$ cat src/rtl/l2as_pkg.sv
// Shared request encoding for the L2 allocation selector.
package l2as_pkg;
    typedef enum logic [1:0] {
        RQ_DATA   = 2'b00,
        RQ_INSTR  = 2'b01,
        RQ_EVICT  = 2'b10,
        RQ_NTLOAD = 2'b11
    } rq_kind_t;
endpackage

$ cat src/rtl/l2as_policy.sv
// Combinational policy: maps request kind, hint and lookup hits to
// source choice and allocate intent. Assumes lookups are valid with rq.
module l2as_policy
    import l2as_pkg::*;
(
    input  logic     rq_valid,
    input  rq_kind_t rq_kind,
    input  logic     rq_transient,
    input  logic     l2_hit,
    input  logic     dup_hit,
    output logic     want_serve,
    output logic     want_snoop,
    output logic     want_ext,
    output logic     want_alloc,
    output logic     want_l1,
    output logic     use_hit_way
);
    logic is_read;
    logic l2_only;

    // Classify the request and pick a source and allocation.
    always_comb begin
        is_read     = rq_valid && (rq_kind != RQ_EVICT);
        l2_only     = rq_transient || (rq_kind == RQ_NTLOAD);
        want_serve  = is_read && l2_hit;
        want_snoop  = is_read && !l2_hit && dup_hit;
        want_ext    = is_read && !l2_hit && !dup_hit;
        want_alloc  = (rq_valid && rq_kind == RQ_EVICT) ||
                      (want_ext && (l2_only || rq_kind == RQ_INSTR));
        want_l1     = want_ext && !l2_only;
        use_hit_way = rq_valid && rq_kind == RQ_EVICT && l2_hit;
    end
endmodule

$ cat src/rtl/l2as_victim.sv
// Per-set way chooser: lowest invalid way first, else a round-robin
// pointer per set. Assumes at most one allocation per cycle.
module l2as_victim #(
    parameter int WAYS  = 16,
    parameter int SETS  = 16,
    localparam int WAY_W = $clog2(WAYS),
    localparam int SET_W = $clog2(SETS)
) (
    input  logic             clk,
    input  logic             rst_n,
    input  logic             alloc_en,
    input  logic             use_hit,
    input  logic [WAY_W-1:0] hit_way,
    input  logic [SET_W-1:0] set_idx,
    output logic [WAY_W-1:0] vict_way
);
    logic [WAYS-1:0]  valid_q [SETS];
    logic [WAY_W-1:0] ptr_q   [SETS];
    logic             has_free;
    logic [WAY_W-1:0] free_way;
    logic [WAY_W-1:0] ptr_next;

    // Find the lowest invalid way of the addressed set.
    always_comb begin
        has_free = 1'b0;
        free_way = '0;
        for (int w = WAYS - 1; w >= 0; w--) begin
            if (!valid_q[set_idx][w]) begin
                has_free = 1'b1;
                free_way = WAY_W'(w);
            end
        end
    end

    // Advance the pointer with wrap at the last way.
    always_comb begin
        if (ptr_q[set_idx] == WAY_W'(WAYS - 1)) ptr_next = '0;
        else                                    ptr_next = ptr_q[set_idx] + 1'b1;
    end

    // Choose the way: hit way, then a free way, then the pointer.
    always_comb begin
        if (use_hit)       vict_way = hit_way;
        else if (has_free) vict_way = free_way;
        else               vict_way = ptr_q[set_idx];
    end

    // Record valid ways and advance pointers on allocation.
    always_ff @(posedge clk) begin
        if (!rst_n) begin
            for (int s = 0; s < SETS; s++) begin
                valid_q[s] <= '0;
                ptr_q[s]   <= '0;
            end
        end else if (alloc_en && !use_hit) begin
            if (has_free) valid_q[set_idx][free_way] <= 1'b1;
            else          ptr_q[set_idx]             <= ptr_next;
        end
    end

    AST_FREE_MARKED: assert property (@(posedge clk) disable iff (!rst_n)
        alloc_en && !use_hit && has_free |=> valid_q[$past(set_idx)][$past(vict_way)]);
    AST_FREE_PTR_HELD: assert property (@(posedge clk) disable iff (!rst_n)
        alloc_en && !use_hit && has_free |=> ptr_q[$past(set_idx)] == $past(ptr_q[set_idx]));
    AST_FULL_PTR_MOVES: assert property (@(posedge clk) disable iff (!rst_n)
        alloc_en && !use_hit && !has_free |=> ptr_q[$past(set_idx)] != $past(ptr_q[set_idx]));
    AST_HIT_PTR_HELD: assert property (@(posedge clk) disable iff (!rst_n)
        alloc_en && use_hit |=> ptr_q[$past(set_idx)] == $past(ptr_q[set_idx]));
endmodule

$ cat src/rtl/l2_alloc_sel.sv
// Top: L2 allocation and read-source selector. Registers every result
// one cycle after the request. Assumes tag and duplicate-tag lookups
// arrive in the request cycle.
module l2_alloc_sel
    import l2as_pkg::*;
#(
    parameter int WAYS  = 16,
    parameter int SETS  = 16,
    parameter int CORES = 4,
    localparam int WAY_W  = $clog2(WAYS),
    localparam int SET_W  = $clog2(SETS),
    localparam int CORE_W = (CORES > 1) ? $clog2(CORES) : 1
) (
    input  logic              clk,
    input  logic              rst_n,
    input  logic              rq_valid,
    input  logic [1:0]        rq_kind,
    input  logic              rq_transient,
    input  logic [SET_W-1:0]  rq_set,
    input  logic              l2_hit,
    input  logic [WAY_W-1:0]  l2_hit_way,
    input  logic              dup_hit,
    input  logic [CORE_W-1:0] dup_core,
    output logic              alloc_vld,
    output logic [WAY_W-1:0]  alloc_way,
    output logic              serve_l2,
    output logic              snoop_vld,
    output logic [CORE_W-1:0] snoop_core,
    output logic              ext_fetch,
    output logic              fill_l1
);
    logic             want_serve, want_snoop, want_ext, want_alloc, want_l1, use_hit_way;
    logic [WAY_W-1:0] vict_way;

    l2as_policy u_policy (
        .rq_valid     (rq_valid),
        .rq_kind      (rq_kind_t'(rq_kind)),
        .rq_transient (rq_transient),
        .l2_hit       (l2_hit),
        .dup_hit      (dup_hit),
        .want_serve   (want_serve),
        .want_snoop   (want_snoop),
        .want_ext     (want_ext),
        .want_alloc   (want_alloc),
        .want_l1      (want_l1),
        .use_hit_way  (use_hit_way)
    );

    l2as_victim #(.WAYS(WAYS), .SETS(SETS)) u_victim (
        .clk      (clk),
        .rst_n    (rst_n),
        .alloc_en (want_alloc),
        .use_hit  (use_hit_way),
        .hit_way  (l2_hit_way),
        .set_idx  (rq_set),
        .vict_way (vict_way)
    );

    // Register the decisions so all results land one cycle later.
    always_ff @(posedge clk) begin
        if (!rst_n) begin
            alloc_vld  <= 1'b0;
            alloc_way  <= '0;
            serve_l2   <= 1'b0;
            snoop_vld  <= 1'b0;
            snoop_core <= '0;
            ext_fetch  <= 1'b0;
            fill_l1    <= 1'b0;
        end else begin
            alloc_vld  <= want_alloc;
            alloc_way  <= want_alloc ? vict_way : '0;
            serve_l2   <= want_serve;
            snoop_vld  <= want_snoop;
            snoop_core <= want_snoop ? dup_core : '0;
            ext_fetch  <= want_ext;
            fill_l1    <= want_l1;
        end
    end

    AST_ONE_SOURCE: assert property (@(posedge clk) disable iff (!rst_n)
        $onehot0({serve_l2, snoop_vld, ext_fetch}));
    AST_EVICT_ALLOC: assert property (@(posedge clk) disable iff (!rst_n)
        rq_valid && rq_kind == 2'b10 |=> alloc_vld && !ext_fetch && !fill_l1);
    AST_DATA_NO_ALLOC: assert property (@(posedge clk) disable iff (!rst_n)
        rq_valid && rq_kind == 2'b00 && !rq_transient |=> !alloc_vld);
    AST_INSTR_ALLOC: assert property (@(posedge clk) disable iff (!rst_n)
        rq_valid && rq_kind == 2'b01 && !l2_hit && !dup_hit |=> alloc_vld && fill_l1);
    AST_HIT_WINS: assert property (@(posedge clk) disable iff (!rst_n)
        rq_valid && rq_kind != 2'b10 && l2_hit |=> serve_l2 && !snoop_vld && !alloc_vld);
    AST_SNOOP_CORE: assert property (@(posedge clk) disable iff (!rst_n)
        rq_valid && rq_kind != 2'b10 && !l2_hit && dup_hit |=> snoop_vld && snoop_core == $past(dup_core));
    AST_IDLE_QUIET: assert property (@(posedge clk) disable iff (!rst_n)
        !rq_valid |=> !alloc_vld && !serve_l2 && !snoop_vld && !ext_fetch);
endmodule

$ cat config.mk
export PLATFORM = sky130hd
export DESIGN_NAME = l2_alloc_sel
export DESIGN_NICKNAME = d
export VERILOG_FILES = /design/src/rtl/l2as_pkg.sv /design/src/rtl/l2as_policy.sv /design/src/rtl/l2as_victim.sv /design/src/rtl/l2_alloc_sel.sv
export SDC_FILE = /design/constraint.sdc
export NUM_CORES = 1
export LEC_CHECK = 0
export BUFFER_PORTS_ARGS = -buffer_cell sky130_fd_sc_hd__buf_4
export CORE_UTILIZATION = 50
export CTS_CLUSTER_DIAMETER = 120
export CTS_CLUSTER_SIZE = 14
export DETAILED_ROUTE_END_ITERATION = 10
export GPL_TIMING_DRIVEN = 0
export PLACE_DENSITY = 0.66
export SLEW_MARGIN = 20
export SYNTH_ARGS = -nofsm -noshare
export SYNTH_HDL_FRONTEND = slang
export SYNTH_SLANG_ARGS = --single-unit
$ cat constraint.sdc
create_clock -name clk -period 3.84 [get_ports clk]
set_clock_uncertainty 0.15 [all_clocks]
set_input_delay 0.384 -clock clk [delete_from_list [all_inputs] [get_ports clk]]
set_output_delay 0.384 -clock clk [all_outputs]
set_load 0.03 [all_outputs]
==> metrics.csv <==
stage;metric;value;unit
timing;rsz0062_at_grt;yes;
clock_network;htree_levels;1;
finish;final_util;0.564;
timing;setup_ws;-0.0140;ns
die;start_util;0.510;
logic_synthesis;synth-edff-count;64;
setup_path;r2r_slack;0.20;ns
routing;drtIter0Drc;1343;
setup_path;worstPathRequired;3.89;ns
min_path;holdCritPathClass;input port to flip-flop;
timing;setup_viol_count_final;4;
routing;antenna_left;0;
logic_synthesis;ys_seq_area_frac;0.495;
routing;via_per_inst;6.41;
clock_network;cts.sinks;331;
global_routing;met2_usage;0.474;
clock_network;cts_tree;done;
logic_synthesis;synth-seq-cells;331;
global_routing;grt-ovfl-total;0;
routing;wl_per_cell;25.9;um
finish;fill_cells;2533;
setup_path;crit_type;input port to flip-flop;
logic_synthesis;synth_nets;1387;
setup_path;critPathLaunch;rq_set[1];
placement;hpwl;34.0;mm
global_routing;grtUsageMet3;0.0759;
logic_synthesis;synth_top_family_by_area;compound AO/OA/AOI/OAI gates;
die;die_width;173;um
finish;area_delta_synth_final;10.6;%
logic_synthesis;ys_warn_count;0;
pwr;peakVddDrop;0.304;mV
timing;fmaxAchievable;259;MHz
placement;place_congestion;0.961;
setup_path;r2r-start;u_victim.valid_q[11][12]$_DFF_P_;
timing;hold-worst-slack;0.00649;ns
die;ios;29;
logic_synthesis;synthTopCellsByArea;dfxtp_1 (36%), o31ai_1 (13%), edfxtp_1 (13%), mux4_2 (9.7%), nand2_1 (9.0%);
timing;report.final.hold_viol_count;0;
global_routing;grt_busiest_layer;met2;
die;die-area;30000;um2
setup_path;r2r_end;u_victim.valid_q[1][15]$_DFF_P_;
timing;min_period_over_period;1.00;
global_routing;grtUsageTotal;0.315;
min_path;hold_depth;4;
finish;antenna_cells;0;
pwr;power.leakage;5.47;nW
timing;slew_violations;0;
min_path;hold-path-endpoint;alloc_way[3]$_SDFF_PN0_;
logic_synthesis;synth_fa_ha_area_frac;0.000853;
logic_synthesis;synth_area;14700;um2
finish;drive_gt1_frac;0.161;
setup_path;cp.arrival;3.91;ns
global_routing;grt_pass1_vias;11214;
logic_synthesis;yosys.area_share.simple;0.145;
finish;finalNonFillerCells;1827;
setup_path;end_kind;flip-flop;
clock_network;clk_latency;0.57;ns
clock_network;root_buffer;clkbuf_16;
status;violations;negative setup slack;
global_routing;antenna_found_initial;0;
routing;routed_wirelength;47.4;mm
logic_synthesis;synth_top_area_cell;dfxtp_1;
setup_path;reg2regPathDepth;9;
status;status;finished with violations;
die;fp-row-count;62;
logic_synthesis;async_flop_share;0;
die;die_y;173;um
logic_synthesis;yosys.area_share.xor_xnor;0.000597;
logic_synthesis;postSynthCellCount;1368;
logic_synthesis;syn_area_per_cell;10.7;um2
finish;nNetsFinal;1454;
timing;worst_slew_margin_rel;0.125;
routing;drcViolationCount;0;
min_path;hold_path.startpoint;l2_hit_way[3];
setup_path;critPathLaunchType;input port;
flow_run;max-cap-violations;0;
global_routing;met1_usage;0.439;
timing;tightest_slew;1.30;ns
placement;place_inst;1778;
routing;vias;11718;
logic_synthesis;ys_types;60;
logic_synthesis;muxShareOfSynthArea;0.141;
clock_network;clock_path_buffers;3;
pwr;cellPowerDensity;403;nW/um2
logic_synthesis;ys_dominant_reg_cell;dfxtp_1;
setup_path;crit_fanout;10;
routing;dr.pass1.iters;5;
logic_synthesis;yosys.area.top_type_share;0.364;
placement;io_buffers;26;
clock_network;clk_pin_slew;0.06;ns
global_routing;grt_max_degree;16;
clock_network;cts_buffers;27;
global_routing;grt_first_pass_wirelength;70.3;mm
logic_synthesis;synth-compound-area-share;0.164;
timing;min_period;3.85;ns
die;coreArea;28800;um2
==> critical path: stages <==
cell and delay (ns):
buf_4 0.11, buf_2 0.38, buf_2 0.53, mux4_1 0.40
a22oi_1 0.16, a21boi_2 0.28, nand4_1 0.20, or4_4 0.52
buf_6 0.15, clkbuf_1 0.21, o21ai_0 0.56
==> what timing repair did <==
action	CTS	global route
gates resized for setup	2	11
setup endpoints to repair	74	150
endpoints found under the hold margin	7	0
setup buffers	0	2
pin swaps	0	0
hold buffers	10	0
==> routing by layer <==
metal / vias up / wire (um)
met5: - / 0
met4: 0 / 2020
met3: 121 / 4690
met1: 5814 / 20100
met2: 584 / 20600
li1: 5199 / -
==> metrics by stage <==
step                total power [mW]  setup TNS (ns)  worst slack, ns  instance area (um2)
global placement                4.04         -148.73           -0.775                15300
floorplan                       3.90               0            0.515                14700
finish                          6.54         -0.0548          -0.0140                16200
global route                    6.70           -2.92           -0.113                16200
CTS                             6.54               0           0.0440                16200
detailed placement              4.04         -149.41           -0.791                15300
==> report_power, final <==
| part | internal, mW | switching, mW | total [mW] |
|---|---|---|---|
| sequential | 3.57 | 0.0113 | 3.58 |
| clock | 1.28 | 1.28 | 2.56 |
| combinational | 0.133 | 0.264 | 0.396 |
==> layout make-up <==
| type | instances | area (um2) | share of cell area |
|---|---|---|---|
| buffer | 127 | 772 | 0.0476 |
| clock buffer | 35 | 706 | 0.0435 |
| sequential | 331 | 7270 | 0.448 |
| timing repair buffer | 38 | 310 | 0.0191 |
| inverter | 2 | 7.51 | 0.000462 |
| multi-input combinational | 908 | 6660 | 0.410 |
| clock inverter | 2 | 27.5 | 0.00170 |
| tap | 384 | 480 | 0.0296 |
==> cells in the mapped netlist, types with 2 or more instances <==
cell,number
a21boi_2,4
a21oi_1,7
a221oi_1,3
a22o_1,5
a22oi_1,15
and2_1,7
and3_1,3
buf_1,4
buf_12,4
buf_2,48
buf_4,4
buf_6,18
clkbuf_1,47
dfxtp_1,267
edfxtp_1,64
inv_1,2
mux4_1,25
mux4_2,63
nand2_1,351
nand2_2,2
nand2b_1,5
nand3_1,11
nand4_1,5
nor2_1,73
nor2_4,10
nor2b_1,7
nor3_1,8
nor4_1,2
o21ai_0,17
o31ai_1,257
==> state kept, by name (all words and copies together), names as in the netlist <==
register / count
alloc_vld: 1
ext_fetch: 1
serve_l2: 1
u_victim.ptr_q: 64
fill_l1: 1
snoop_core: 2
alloc_way: 4
u_victim.valid_q: 256
snoop_vld: 1
==> cell usage in the layout, fill, tap and decap left out, types with 5 or more instances in the layout <==
| master | count |
|---|---|
| nand2_1 | 351 |
| dfxtp_1 | 267 |
| o31ai_1 | 257 |
| nor2_1 | 72 |
| edfxtp_1 | 64 |
| mux4_2 | 63 |
| clkbuf_1 | 53 |
| buf_2 | 48 |
| buf_4 | 32 |
| clkbuf_16 | 27 |
| mux4_1 | 25 |
| buf_6 | 18 |
| a22oi_1 | 15 |
| o21ai_0 | 14 |
| nand3_1 | 10 |
| nor2_4 | 10 |
| dlygate4sd3_1 | 10 |
| nor3_1 | 8 |
| nor2b_1 | 7 |
| and2_1 | 7 |
| a21oi_1 | 6 |
| a22o_1 | 5 |
| nand4_1 | 5 |
| nand2b_1 | 5 |
==> worst max path at each step <==
stage | endpoint | slack, ns
5_1_grt | u_victim.ptr_q[15][1]$_SDFFCE_PN0P_ | -0.11
3_5_place_dp | u_victim.ptr_q[7][2]$_SDFFCE_PN0P_ | -0.79
3_3_place_gp | u_victim.ptr_q[0][2]$_SDFFCE_PN0P_ | -0.77
6_report | u_victim.ptr_q[15][0]$_SDFFCE_PN0P_ | -0.01
4_1_cts | u_victim.valid_q[10][6]$_DFF_P_ | 0.04
2_1_floorplan | u_victim.ptr_q[5][2]$_SDFFCE_PN0P_ | 0.52
==> kinds of logic after synthesis <==
group,after synthesis
multiplexers,88
AO/OA/AOI/OAI,322
AND/OR/NAND/NOR,496
adder cells (fa/ha/maj),1
buffers and inverters,129
XOR/XNOR,1
flip-flops,331
(Power assumes the default switching activity.)
